--- src/rtl/elem_seq_pkg.sv ---
package elem_seq_pkg;

  // Control-to-datapath strobes, at most one acts per cycle by priority
  typedef struct packed {
    logic adv;    // step the element offsets by one
    logic clr;    // return the element offsets to zero
    logic trunc;  // set VL to the current index and clear the offsets
  } seqStrobe_t;

  typedef enum logic {
    SEQ_IDLE = 1'b0,
    SEQ_RUN  = 1'b1
  } seqState_t;

endpackage

--- src/rtl/elem_seq_ctrl.sv ---
module elem_seq_ctrl
  import elem_seq_pkg::*;
(
  input  logic       clk,
  input  logic       rst_n,
  input  logic       instStart,
  input  logic       elemOn,
  input  logic       isLast,
  input  logic       vlZero,
  input  logic       zeroing,
  input  logic       failFirst,
  input  logic       issueReady,
  input  logic       resZero,
  input  logic       resExc,
  output seqStrobe_t strobes,
  output logic       issueValid,
  output logic       zeroWrValid,
  output logic       pcAdvance
);

  seqState_t state, stateNext;

  always_ff @(posedge clk or negedge rst_n) begin
    if (!rst_n) state <= SEQ_IDLE;
    else        state <= stateNext;
  end

  always_comb begin
    stateNext   = state;
    strobes     = '0;
    issueValid  = 1'b0;
    zeroWrValid = 1'b0;
    pcAdvance   = 1'b0;
    if (state == SEQ_IDLE) begin
      if (instStart) stateNext = SEQ_RUN;
    end else if (vlZero) begin
      strobes.clr = 1'b1;
      pcAdvance   = 1'b1;
      stateNext   = SEQ_IDLE;
    end else if (elemOn) begin
      if (issueReady) begin
        issueValid = 1'b1;
        if (resExc) begin
          stateNext = SEQ_IDLE;
        end else if (failFirst && resZero) begin
          strobes.trunc = 1'b1;
          pcAdvance     = 1'b1;
          stateNext     = SEQ_IDLE;
        end else if (isLast) begin
          strobes.clr = 1'b1;
          pcAdvance   = 1'b1;
          stateNext   = SEQ_IDLE;
        end else begin
          strobes.adv = 1'b1;
        end
      end
    end else if (zeroing) begin
      if (issueReady) begin
        zeroWrValid = 1'b1;
        if (failFirst) begin
          strobes.trunc = 1'b1;
          pcAdvance     = 1'b1;
          stateNext     = SEQ_IDLE;
        end else if (isLast) begin
          strobes.clr = 1'b1;
          pcAdvance   = 1'b1;
          stateNext   = SEQ_IDLE;
        end else begin
          strobes.adv = 1'b1;
        end
      end
    end else if (isLast) begin
      strobes.clr = 1'b1;
      pcAdvance   = 1'b1;
      stateNext   = SEQ_IDLE;
    end else begin
      strobes.adv = 1'b1;
    end
  end


  one_strobe_chk: assert property (@(posedge clk) disable iff (!rst_n)
    $onehot0({issueValid, zeroWrValid}));


  pc_pulse_chk: assert property (@(posedge clk) disable iff (!rst_n)
    pcAdvance |=> !pcAdvance);

endmodule

--- src/rtl/elem_seq_dp.sv ---
module elem_seq_dp
  import elem_seq_pkg::*;
#(
  parameter int MAX_VL = 32,
  localparam int IDX_W = $clog2(MAX_VL),
  localparam int VL_W  = IDX_W + 1
) (
  input  logic              clk,
  input  logic              rst_n,
  input  logic              vlWrEn,
  input  logic [VL_W-1:0]   vlWrData,
  input  seqStrobe_t        strobes,
  input  logic [MAX_VL-1:0] predMask,
  input  logic              predInvert,
  output logic              elemOn,
  output logic              isLast,
  output logic              vlZero,
  output logic [VL_W-1:0]   vlOut,
  output logic [IDX_W-1:0]  srcOffs,
  output logic [IDX_W-1:0]  dstOffs
);

  localparam logic [VL_W-1:0] VL_MAX = VL_W'(MAX_VL);
  localparam logic [VL_W-1:0] VL_ONE = VL_W'(1);

  logic [VL_W-1:0]  vlReg, vlClamped;
  logic [IDX_W-1:0] srcReg, dstReg;

  always_comb begin
    if (vlWrData == '0)         vlClamped = VL_ONE;
    else if (vlWrData > VL_MAX) vlClamped = VL_MAX;
    else                        vlClamped = vlWrData;
  end

  always_ff @(posedge clk or negedge rst_n) begin
    if (!rst_n) begin
      vlReg  <= VL_ONE;
      srcReg <= '0;
      dstReg <= '0;
    end else if (vlWrEn) begin
      vlReg  <= vlClamped;
      srcReg <= '0;
      dstReg <= '0;
    end else if (strobes.trunc) begin
      vlReg  <= {1'b0, dstReg};
      srcReg <= '0;
      dstReg <= '0;
    end else if (strobes.clr) begin
      srcReg <= '0;
      dstReg <= '0;
    end else if (strobes.adv) begin
      srcReg <= srcReg + IDX_W'(1);
      dstReg <= dstReg + IDX_W'(1);
    end
  end

  assign elemOn  = predMask[dstReg] ^ predInvert;
  assign isLast  = ({1'b0, dstReg} == (vlReg - VL_ONE));
  assign vlZero  = (vlReg == '0);
  assign vlOut   = vlReg;
  assign srcOffs = srcReg;
  assign dstOffs = dstReg;


  vl_range_chk: assert property (@(posedge clk) disable iff (!rst_n)
    vlReg <= VL_MAX);


  wr_clear_chk: assert property (@(posedge clk) disable iff (!rst_n)
    vlWrEn |=> (srcReg == '0 && dstReg == '0 && vlReg != '0));


  offs_bound_chk: assert property (@(posedge clk) disable iff (!rst_n)
    (vlReg != '0) |-> ({1'b0, dstReg} < vlReg && {1'b0, srcReg} < vlReg));

endmodule

--- src/rtl/elem_loop_sequencer.sv ---
module elem_loop_sequencer
  import elem_seq_pkg::*;
#(
  parameter int MAX_VL = 32,
  localparam int IDX_W = $clog2(MAX_VL),
  localparam int VL_W  = IDX_W + 1
) (
  input  logic              clk,
  input  logic              rst_n,
  input  logic              vlWrEn,
  input  logic [VL_W-1:0]   vlWrData,
  input  logic              instStart,
  input  logic [MAX_VL-1:0] predMask,
  input  logic              predInvert,
  input  logic              predZeroing,
  input  logic              failFirst,
  input  logic              issueReady,
  input  logic              resZero,
  input  logic              resExc,
  output logic              issueValid,
  output logic              zeroWrValid,
  output logic [IDX_W-1:0]  elemIdx,
  output logic              pcAdvance,
  output logic [VL_W-1:0]   vlOut,
  output logic [IDX_W-1:0]  srcOffs,
  output logic [IDX_W-1:0]  dstOffs
);

  seqStrobe_t strobes;
  logic       elemOn, isLast, vlZero;

  elem_seq_ctrl i_ctrl (
    .clk         (clk),
    .rst_n       (rst_n),
    .instStart   (instStart),
    .elemOn      (elemOn),
    .isLast      (isLast),
    .vlZero      (vlZero),
    .zeroing     (predZeroing),
    .failFirst   (failFirst),
    .issueReady  (issueReady),
    .resZero     (resZero),
    .resExc      (resExc),
    .strobes     (strobes),
    .issueValid  (issueValid),
    .zeroWrValid (zeroWrValid),
    .pcAdvance   (pcAdvance)
  );

  elem_seq_dp #(.MAX_VL(MAX_VL)) i_dp (
    .clk        (clk),
    .rst_n      (rst_n),
    .vlWrEn     (vlWrEn),
    .vlWrData   (vlWrData),
    .strobes    (strobes),
    .predMask   (predMask),
    .predInvert (predInvert),
    .elemOn     (elemOn),
    .isLast     (isLast),
    .vlZero     (vlZero),
    .vlOut      (vlOut),
    .srcOffs    (srcOffs),
    .dstOffs    (dstOffs)
  );

  assign elemIdx = dstOffs;


  exc_hold_chk: assert property (@(posedge clk) disable iff (!rst_n)
    (issueValid && resExc && !vlWrEn) |=> (dstOffs == $past(dstOffs) && !pcAdvance));

endmodule

--- config.mk ---
export PLATFORM = sky130hd
export DESIGN_NAME = elem_loop_sequencer
export DESIGN_NICKNAME = d
export VERILOG_FILES = /design/src/rtl/elem_seq_pkg.sv /design/src/rtl/elem_seq_ctrl.sv /design/src/rtl/elem_seq_dp.sv /design/src/rtl/elem_loop_sequencer.sv
export SDC_FILE = /design/constraint.sdc
export NUM_CORES = 1
export LEC_CHECK = 0
export ABC_CLOCK_PERIOD_IN_PS = 3500
export BUFFER_PORTS_ARGS = -buffer_cell sky130_fd_sc_hd__buf_2
export CELL_PAD_IN_SITES_DETAIL_PLACEMENT = 0
export CELL_PAD_IN_SITES_GLOBAL_PLACEMENT = 1
export CORE_UTILIZATION = 34
export CTS_CLUSTER_SIZE = 40
export DETAILED_ROUTE_END_ITERATION = 12
export HOLD_SLACK_MARGIN = 0.05
export PLACE_DENSITY = 0.78
export SYNTH_ARGS = -nofsm -noshare
export SYNTH_HDL_FRONTEND = slang
export SYNTH_SLANG_ARGS = --single-unit
--- constraint.sdc ---
create_clock -name clk -period 3.5 [get_ports clk]
set_input_delay 0.35 -clock clk [delete_from_list [all_inputs] [get_ports clk]]
set_output_delay 0.35 -clock clk [all_outputs]
set_load 0.02 [all_outputs]
==> results of run 1 <==
-- flip-flops by register name, summed over array words and instances (netlist names) --
signal,cells
i_dp.vlOut,6
i_dp.srcOffs,5
i_dp.dstOffs,5
i_ctrl.state,1
-- layer usage --
metal / share of wire / vias up / wire, um / GRT usage
li1: - / 749 / - / -
met1: 0.45 / 714 / 1780 / 0.229
met2: 0.50 / 49 / 1980 / 0.299
met3: 0.045 / 5 / 179 / 0.0305
met4: 0.0078 / 0 / 31 / 0.0340
met5: 0 / - / 0 / 0
-- worst max path at each step --
stage / startpoint / to / slack [ns] / cells after the start
2_1_floorplan: i_dp.dstOffs[1] / i_dp.vlOut[2] / 0.38 / 9
4_1_cts: i_dp.dstOffs[1] / pcAdvance / 0.28 / 10
3_3_place_gp: i_dp.dstOffs[1] / i_dp.vlOut[2] / 0.40 / 9
5_1_grt: i_dp.dstOffs[1] / i_dp.vlOut[4] / 0.02 / 9
6_report: i_dp.dstOffs[1] / i_dp.vlOut[2] / 0.31 / 9
3_5_place_dp: i_dp.dstOffs[1] / i_dp.vlOut[2] / 0.33 / 9
-- worst reg2reg max path, delay by kind of cell (launching register included) --
family / cells / cell delay, ns
buffers and inverters: 2 / 0.45
flip-flops: 1 / 0.41
multiplexers: 4 / 1.31
AND/OR/NAND/NOR: 1 / 0.27
AO/OA/AOI/OAI: 2 / 0.64
-- final cells by class --
cell class | count | share of cell area
Timing Repair Buffer | 77 | 0.203
Inverter | 9 | 0.0171
Clock inverter | 1 | 0.00253
Tap cell | 52 | 0.0328
Sequential cell | 17 | 0.215
Clock buffer | 3 | 0.0208
Multi-Input combinational cell | 124 | 0.508
-- report_power, final --
group	leakage [nW]	internal, mW	total, mW	switching (mW)
Combinational	0.735	0.147	0.330	0.183
Clock	0.0255	0.0791	0.150	0.0704
Sequential	0.226	0.220	0.257	0.0366
Total	0.986	0.446	0.736	0.290
-- Yosys cell counts, types with 5 or more instances --
library cell / count
nand2_1: 13
nand3_1: 7
mux4_2: 6
a21oi_1: 5
buf_4: 5
nor3_1: 8
nor4_1: 5
xor2_1: 5
o21ai_0: 6
xnor2_1: 5
inv_1: 9
dfrtp_1: 16
a22o_1: 6
nor2_1: 7
-- timing repair --
item | 4_1_cts | 5_1_grt
hold buffers | 1 | 0
resized for setup | 0 | 1
setup endpoints to repair | 0 | 1
hold endpoints to repair | 16 | 0
-- per-stage QoR --
step / setup WS, ns / cell area, sq um / cells / util / power [mW]
floorplan: 0.380 / 1550 / 164 / - / 0.491
global placement: 0.396 / 1920 / 278 / 0.441 / 0.591
detailed placement: 0.334 / 1920 / 278 / 0.441 / 0.591
CTS: 0.276 / 1980 / 283 / 0.454 / 0.744
global route: 0.0239 / 1980 / 283 / 0.455 / 0.792
finish: 0.308 / 1980 / 283 / 0.455 / 0.736
-- cell families (layout without fill, tap and decap cells) --
family | count (synthesis) | in the layout | share of synthesized area
simple gates | 55 | 55 | 0.184
flops | 17 | 17 | 0.276
xor+xnor | 10 | 10 | 0.0567
compound gates | 39 | 39 | 0.195
mux | 16 | 16 | 0.180
buf+inv | 23 | 90 | 0.0761
fa+ha+maj | 4 | 4 | 0.0324
==> summary.md, run 1 <==
| Metric | Value |
|---|---|
| Post-DP HPWL | `3.22 mm` |
| R2r setup slk | `0.31 ns` |
| Die area | `4820 sq um` |
| Asr flop ratio synth | `1.00` |
| Synth area leaders | `dfrtp_1 26%, mux4_2 8.7%, mux4_1 3.4%` |
| Worst IR Drop VDD | `0.000249 V` |
| Final hold vios | `0` |
| Area share of the largest cell type after synthesis | `0.259` |
| Worst-Skew Late Latency | `0.26 ns` |
| Net count, final | `284` |
| Most common cell on crit path | `buf_4` |
| First-pass GRT wire length | `6.68 mm` |
| Yosys top cell by area | `dfrtp_1` |
| Register area | `427 sq um` |
| Die Y | `69.4 um` |
| HP Start | `instStart` |
| HP Class | `in -> reg` |
| Final setup viols | `0` |
| Buf+Inv Stages, Crit Path | `2` |
| Initial DRC count | `75` |
| Critical Path RT | `3.64 ns` |
| Syn nets | `216` |
| WL/cell | `14.0 um` |
| Routed Antenna Nets | `0` |
| Avg Inst Size Synth | `9.42 sq um` |
| Fin crit share | `0.912` |
| Mapped cell area | `1550 sq um` |
| Post-synth EDFFs | `0` |
| Crit-path leading delay family | `multiplexers` |
| Vias in the first global route | `1389` |
| Post-Route Skew | `0.0118 ns` |
| Slowest cell delay on critical path | `0.50 ns` |
| CTS tree | `yes` |
| CP max-delay cell | `mux4_2` |
| Power Dens Cells | `372 nW/um^2` |
| CTS clk-pin slew, worst paths | `0.07 ns` |
| DR vias | `1517` |
| Worst-Margin Slew | `0.610 ns` |
| Pins Over Slew Limit | `0` |
| # Post-CTS Setup Buffers | `0` |
| Worst r2r dst | `i_dp.vlOut[2]` |
| Routed WL | `3.97 mm` |
| Synth warn | `0` |
| FMAX | `313 MHz` |
| Commonest cells after routing, fill and taps aside | `71 x buf_2, 16 x dfrtp_1, 13 x nand2_1, 9 x inv_1` |
| Register bit total from synthesis | `17` |
| Crit Reg-Reg Startpoint | `i_dp.dstOffs[1]` |
| Sequential cell area fraction in the yosys report | `0.276` |
| Worst-path cell chain | `buf_4, mux4_2, mux2i_1, o22ai_1, nor2_2, mux2_4, a2111oi_2, buf_4, mux2_2` |
| Register-to-Register Path Depth | `9` |
| CP max FO | `9` |
| Hold Slack | `0.326 ns` |
| Commonest non-fill, non-tap cell in the layout | `buf_2` |
| Critical Path Source Type | `register` |
| CTS root buf | `clkbuf_8` |
| Port buffer count | `71` |
| GPL Wtd Cong | `0.772` |
| WP data arrival | `3.33 ns` |
| Core Region | `4350 sq um` |
| Via density | `5.36` |
| RSZ-0062 raised after global routing | `false` |
| Layout cells sized above 1 | `0.420` |
| Maxcap violations | `0` |
| Predominant post-synthesis flop cell | `dfrtp_1` |
| GR Util All Layers | `0.174` |
| Hold path cells | `3` |
| Largest net degree at the start of global routing | `18` |
| Slew margin rel. | `0.590` |
| H-tree depth | `1` |
| Distinct cells, synth | `44` |
| GR Overflow Total | `0` |
| Num CTS Buffers | `3` |
| Multi-input logic area | `1010 sq um` |
| Critical path class | `reg -> reg` |
| Buffer depth of the longest clock path | `2` |
| Status | `finished clean` |
| Clk sinks | `17` |
| Pre-antenna DRT Iters | `4` |
| P&R area growth vs syn | `28.2%` |
| Ports | `72` |
| Floorplan row count | `24` |
| Lkg Pwr | `0.986 nW` |
| Min Tclk post-route | `3.19 ns` |
| Cells after synthesis | `164` |
| Hold Path Sink | `i_ctrl.state` |
| Initial antenna violation count | `0` |
| Chip Width | `69.4 um` |
| CP endpoint kind | `register` |
| Initial Utilization | `0.355` |
| ANT cells | `0` |
| Setup TNS | `0 ns` |
| Filler cells | `423` |
| DRC violations left | `0` |
No activity file was read; power rests on OpenSTA's default activity.
==> run 2, diff against run 1 <==
--- a/config.mk
+++ b/config.mk
@@ -9,11 +9,12 @@
 export BUFFER_PORTS_ARGS = -buffer_cell sky130_fd_sc_hd__buf_2
 export CELL_PAD_IN_SITES_DETAIL_PLACEMENT = 0
 export CELL_PAD_IN_SITES_GLOBAL_PLACEMENT = 1
-export CORE_UTILIZATION = 34
+export CORE_UTILIZATION = 33
 export CTS_CLUSTER_SIZE = 40
 export DETAILED_ROUTE_END_ITERATION = 12
 export HOLD_SLACK_MARGIN = 0.05
-export PLACE_DENSITY = 0.78
+export PLACE_DENSITY = 0.77
 export SYNTH_ARGS = -nofsm -noshare
 export SYNTH_HDL_FRONTEND = slang
+export SYNTH_HIERARCHICAL = 1
 export SYNTH_SLANG_ARGS = --single-unit
==> run 2 against run 1 <==
Combinational power is 11% higher. Sequential power about the same. Register-to-register slack improved by 0.06 ns. Count of clock-buffer cells in the layout is 1 higher. Routed wire length is 5.5% lower. Critical path type unchanged. Largest cell class unchanged.
==> summary.md, run 2 <==
| Metric | Value |
|---|---|
| Ports | `72` |
| GPL Wtd Cong | `0.822` |
| CP max-delay cell | `or3_1` |
| Setup TNS | `0 ns` |
| Final setup viols | `0` |
| CP Depth | `11` |
| R2r setup slk | `0.37 ns` |
| H-tree depth | `1` |
| Port buffer count | `71` |
| Initial antenna violation count | `0` |
| Lkg Pwr | `0.877 nW` |
| Synth warn | `6` |
| Worst setup path endpoint | `i_dp/srcOffs[3]` |
| Commonest cells after routing, fill and taps aside | `71 x buf_2, 16 x nor2_1, 16 x dfrtp_1, 12 x mux2i_1, 10 x xnor2_1` |
| GR Overflow Total | `0` |
| Clk sinks | `17` |
| Critical Path RT | `3.68 ns` |
| Area share of the largest cell type after synthesis | `0.276` |
| CP max FO | `10` |
| Vias in the first global route | `1325` |
| CP endpoint kind | `register` |
| Register bit total from synthesis | `17` |
| Asr flop ratio synth | `1.00` |
| Worst-Margin Slew | `0.514 ns` |
| Sw Pwr | `0.300 mW` |
| WL/cell | `13.6 um` |
| Syn nets | `211` |
| Avg Inst Size Synth | `9.13 sq um` |
| Commonest non-fill, non-tap cell in the layout | `buf_2` |
| CTS clk-pin slew, worst paths | `0.07 ns` |
| Register-to-Register Path Depth | `11` |
| Crit-path leading delay family | `compound AO/OA/AOI/OAI gates` |
| Predominant post-synthesis flop cell | `dfrtp_1` |
| Register share of total power | `0.332` |
| Final hold vios | `0` |
| CTS root buf | `clkbuf_8` |
| Pins Over Slew Limit | `0` |
| Layout cells sized above 1 | `0.389` |
| Final Total Pwr | `0.774 mW` |
| Min Tclk post-route | `3.13 ns` |
| Post-synth top cells | `16 x dfrtp_1, 16 x nor2_1, 12 x mux2i_1, 10 x xnor2_1, 8 x o21ai_0` |
| Post-DP HPWL | `2.95 mm` |
| Largest net degree at the start of global routing | `18` |
| Slew margin rel. | `0.657` |
| Worst-path cell chain | `buf_4, mux2i_1, a221o_1, a21oi_1, o22ai_2, xnor2_1, mux2i_1, a311oi_1, nor2_1, or3_1, nor2_1` |
| Internal Power | `0.474 mW` |
| Core Region | `4120 sq um` |
| CTS tree | `yes` |
| Post-cts resize count | `0` |
| Power Dens Cells | `413 nW/um^2` |
| Critical path class | `reg -> reg` |
| Worst-Skew Late Latency | `0.25 ns` |
| Worst setup startpoint | `i_dp/dstOffs[0]` |
| Crit Reg-Reg Startpoint | `i_dp/dstOffs[0]` |
| DRC violations left | `0` |
| Critical Path Source Type | `register` |
| Buf+Inv Stages, Crit Path | `1` |
| FMAX | `319 MHz` |
| Maxcap violations | `0` |
| Worst r2r dst | `i_dp/srcOffs[3]` |
| Routed Antenna Nets | `0` |
| Post-synth EDFFs | `0` |
| Distinct cells, synth | `40` |
| Routed WL | `3.75 mm` |
| Chip Width | `68.3 um` |
| Num CTS Buffers | `3` |
| Initial Utilization | `0.353` |
| Slowest cell delay on critical path | `0.51 ns` |
| P&R area growth vs syn | `29.1%` |
| Yosys top cell by area | `dfrtp_1` |
| # Post-CTS Setup Buffers | `0` |
| Die area | `4670 sq um` |
| GR Util All Layers | `0.169` |
| Buffer depth of the longest clock path | `2` |
| Combinational Power Share | `0.474` |
| Cells after synthesis | `159` |
| HP Class | `in -> reg` |
| Clk pwr share | `0.194` |
| Net count, final | `279` |
| Switching share of power | `0.387` |
| Status | `finished clean` |
| First-pass GRT wire length | `5.96 mm` |
| RSZ-0062 raised after global routing | `false` |
| Hold buffers post-CTS | `1` |
| Fin crit share | `0.895` |
| Via density | `5.15` |
| DR vias | `1422` |
| Die Y | `68.3 um` |
| Post-Route Skew | `0.00509 ns` |
| Synth area leaders | `dfrtp_1 28%, mux2i_1 8.3%, mux4_2 6.2%` |
| Pre-antenna DRT Iters | `4` |
| Max reg flops | `6` |
| ANT cells | `0` |
| Floorplan row count | `23` |
| Worst IR Drop VDD | `0.000210 V` |
| WP data arrival | `3.32 ns` |
| Mapped cell area | `1450 sq um` |
| Sequential cell area fraction in the yosys report | `0.294` |
| Initial DRC count | `51` |
-- run 2: cells by family after synthesis --
logic type                 after synthesis  share of synthesized area
adders and majority gates                4                     0.0345
buffers and inverters                   20                     0.0784
and+or+nand+nor                         54                      0.190
AOI/OAI and AO/OA                       27                      0.125
xor gates and xnor gates                17                      0.103
DFF                                     17                      0.294
muxes                                   20                      0.176
-- run 2: per-layer routing --
metal / part of all wire / vias to the layer above / GRT usage
li1: - / 704 / -
met2: 0.44 / 60 / 0.277
met5: 0 / - / 0
met3: 0.071 / 4 / 0.0300
met1: 0.48 / 654 / 0.230
met4: 0.0083 / 0 / 0.0391
-- run 2: through the flow --
stage	cell area, sq um	utilization	hold WS (ns)	worst slack [ns]	cells
CTS	1870	0.455	0.314	0.347	276
detailed placement	1820	0.442	0.311	0.379	271
floorplan	1450	-	0.0544	0.154	159
finish	1870	0.455	0.310	0.367	276
global route	1870	0.455	0.328	0.0400	276
global placement	1820	0.442	0.301	0.431	271
-- run 2: power by group through the flow --
stage / sequential [mW] / clock, mW / combinational, mW
3_5_place_dp: 0.261 / 0 / 0.367
6_report: 0.257 / 0.150 / 0.367
3_3_place_gp: 0.260 / 0 / 0.369
5_1_grt: 0.262 / 0.160 / 0.407
2_1_floorplan: 0.268 / 0 / 0.261
4_1_cts: 0.257 / 0.154 / 0.370
-- run 2: layout make-up --
cell class                      count  area (sq um)
Clock buffer                        4          45.0
Tap cell                           50          62.6
Sequential cell                    17           427
Multi-Input combinational cell    122           911
Inverter                            5          18.8
Timing Repair Buffer               78           410
Fill cell                         431          2240
-- run 2: tightest hold or removal path: cells and delay by family --
family,cells,cell delay (ns)
compound gates,1,0.06
buf+inv,1,0.09
simple gates,1,0.04
-- run 2: how the worst min path moves through the flow --
stage / from / end / slack [ns] / depth (start not counted)
after global routing: vlWrData[2] / i_dp/vlOut[2] / 0.33 / 3
after global placement: rst_n / i_dp/vlOut[1] / 0.30 / 1
after floorplan: rst_n / i_ctrl/state / 0.05 / 0
final: vlWrData[2] / i_dp/vlOut[2] / 0.31 / 3
after CTS: vlWrData[2] / i_dp/vlOut[2] / 0.31 / 3
after detailed placement: rst_n / i_dp/vlOut[1] / 0.31 / 1
==> run 3, diff against run 2 <==
--- a/config.mk
+++ b/config.mk
@@ -5,7 +5,7 @@
 export SDC_FILE = /design/constraint.sdc
 export NUM_CORES = 1
 export LEC_CHECK = 0
-export ABC_CLOCK_PERIOD_IN_PS = 3500
+export ABC_CLOCK_PERIOD_IN_PS = 3300
 export BUFFER_PORTS_ARGS = -buffer_cell sky130_fd_sc_hd__buf_2
 export CELL_PAD_IN_SITES_DETAIL_PLACEMENT = 0
 export CELL_PAD_IN_SITES_GLOBAL_PLACEMENT = 1
==> constraint.sdc (replaced) <==
create_clock -name clk -period 3.3 [get_ports clk]
set_input_delay 0.33 -clock clk [delete_from_list [all_inputs] [get_ports clk]]
set_output_delay 0.33 -clock clk [all_outputs]
set_load 0.02 [all_outputs]
==> run 3 against run 2 <==
Setup slack got worse by 0.016 ns. First-iteration DRC count rose by 57%. Hold slack got worse by 0.0045 ns. Sequential share of layout area fell by 0.23 points. Power rose by 6.9%. Non-clock buffer count rose by 1. Register-to-register slack barely moved. Count of clock-buffer cells in the layout did not move. Routed wire length rose by 1.7%. Largest cell class unchanged. Largest power group unchanged. Highest routed layer unchanged.
==> summary.md, run 3 (synthesized netlist as in run 2, its figures left out) <==
| Metric | Value |
|---|---|
| Status | `finished clean` |
| Initial antenna violation count | `0` |
| Power Dens Cells | `436 nW/um^2` |
| Design Area, Final | `1900 sq um` |
| First-pass GRT wire length | `5.99 mm` |
| DR vias | `1435` |
| Worst-Skew Late Latency | `0.25 ns` |
| Final Util | `0.462` |
| Layout cells sized above 1 | `0.410` |
| Floorplan row count | `23` |
| HP Class | `in -> reg` |
| Post-Route Skew | `0.00154 ns` |
| Lkg Pwr | `0.888 nW` |
| Maxcap violations | `0` |
| Core Region | `4120 sq um` |
| Critical path class | `reg -> out` |
| P&R area growth vs syn | `30.9%` |
| Buffer depth of the longest clock path | `2` |
| Commonest cells after routing, fill and taps aside | `71 x buf_2, 16 x nor2_1, 15 x dfrtp_1, 12 x mux2i_1, 9 x xnor2_1` |
| DRC violations left | `0` |
| Commonest non-fill, non-tap cell in the layout | `buf_2` |
| RSZ-0062 raised after global routing | `false` |
| Initial DRC count | `80` |
| GPL Wtd Cong | `0.797` |
| Routed Antenna Nets | `0` |
| Slew margin rel. | `0.662` |
| Worst IR Drop VDD | `0.000265 V` |
| CP endpoint kind | `output pin` |
| Routed WL | `3.82 mm` |
| Worst-Margin Slew | `0.506 ns` |
| H-tree depth | `1` |
| Ports | `72` |
| ANT cells | `0` |
| Final hold vios | `0` |
| Setup TNS | `0 ns` |
| Critical Path RT | `2.97 ns` |
| Critical Path Source Type | `register` |
| Filler cells | `424` |
| Vias in the first global route | `1351` |
| Placement Cell Area | `1830 sq um` |
| Largest net degree at the start of global routing | `18` |
| Chip Width | `68.3 um` |
| Initial Utilization | `0.353` |
| Max reg flops | `6` |
| Grt peak-use layer | `met2` |
| Via density | `5.18` |
| Post-DP HPWL | `2.95 mm` |
| Num CTS Buffers | `3` |
| GR Util All Layers | `0.172` |
| Clk sinks | `17` |
| CTS clk-pin slew, worst paths | `0.06 ns` |
| GR Util met2 | `0.278` |
| Final setup viols | `0` |
| CTS root buf | `clkbuf_8` |
| Pre-antenna DRT Iters | `4` |
| Fin crit share | `0.894` |
| Die Y | `68.3 um` |
| Port buffer count | `71` |
| GR Overflow Total | `0` |
| GR met3 Demand/Resource | `0.0200` |
| Hold Slack | `0.305 ns` |
| FMAX | `339 MHz` |
| GRT met1 Usage | `0.231` |
| Net count, final | `280` |
| CP max FO | `6` |
| WP data arrival | `2.62 ns` |
| WL/cell | `13.8 um` |
| CTS tree | `yes` |
| Min Tclk post-route | `2.95 ns` |
| # Post-CTS Setup Buffers | `0` |
| Pins Over Slew Limit | `0` |
| Die area | `4670 sq um` |
## run 3: cell type report
class                      instances  area, sq um  share of cell area
clock buffer                       4         45.0              0.0237
sequential                        17          428               0.225
multi-input combinational        122          927               0.488
inverter                           5         18.8             0.00988
tap                               50         62.6              0.0329
timing repair buffer              79          418               0.220
## run 3: routing by layer
layer | part of all wire | vias up | routed length, um
met5 | 0 | - | 0
met4 | 0.017 | 0 | 63
met3 | 0.068 | 7 | 259
met2 | 0.45 | 53 | 1730
met1 | 0.46 | 667 | 1770
li1 | - | 708 | -
## run 3: critical path, cell delays in order, from the launching register on
cell and delay, ns:
dfstp_2 0.58, inv_1 0.09, ha_1 0.25, xnor2_1 0.20, xnor2_1 0.09, nor3_1 0.12
o21ai_0 0.13, a21oi_2 0.23, a21oi_1 0.07, o31ai_1 0.26, o21a_1 0.19, buf_2 0.16
## run 3: worst paths after layout
kind	startpoint	endpoint	slack [ns]	cells past startpoint
worst max-delay path	i_dp/vlOut[0]	pcAdvance	0.35	11
worst min-delay path	vlWrData[2]	i_dp/vlOut[2]	0.31	3
worst max register to register	i_dp/dstOffs[0]	i_dp/srcOffs[0]	0.36	10
worst min register to register	i_dp/srcOffs[4]	i_dp/srcOffs[4]	0.55	2
max in group asynchronous	rst_n	i_dp/vlOut[0]	2.44	2
min in group asynchronous	rst_n	i_dp/vlOut[5]	0.54	2
## run 3: metrics by stage
stage	cells	setup slack [ns]	power, mW
floorplan	159	0.0855	0.563
global placement	272	0.174	0.669
detailed placement	272	0.126	0.668
CTS	277	0.0750	0.832
global route	277	0.0209	0.891
finish	277	0.351	0.827
## run 3: timing repair
item                                    in CTS  in global routing
hold buffers                                 1                  0
resized for setup                            0                  3
endpoints found under the setup margin       0                 17
endpoints found under the hold margin       16                  0
## run 3: where the power goes
part	total, mW	switching, mW	internal [mW]
Combinational	0.389	0.202	0.188
Clock	0.158	0.0723	0.0858
Sequential	0.280	0.0466	0.233
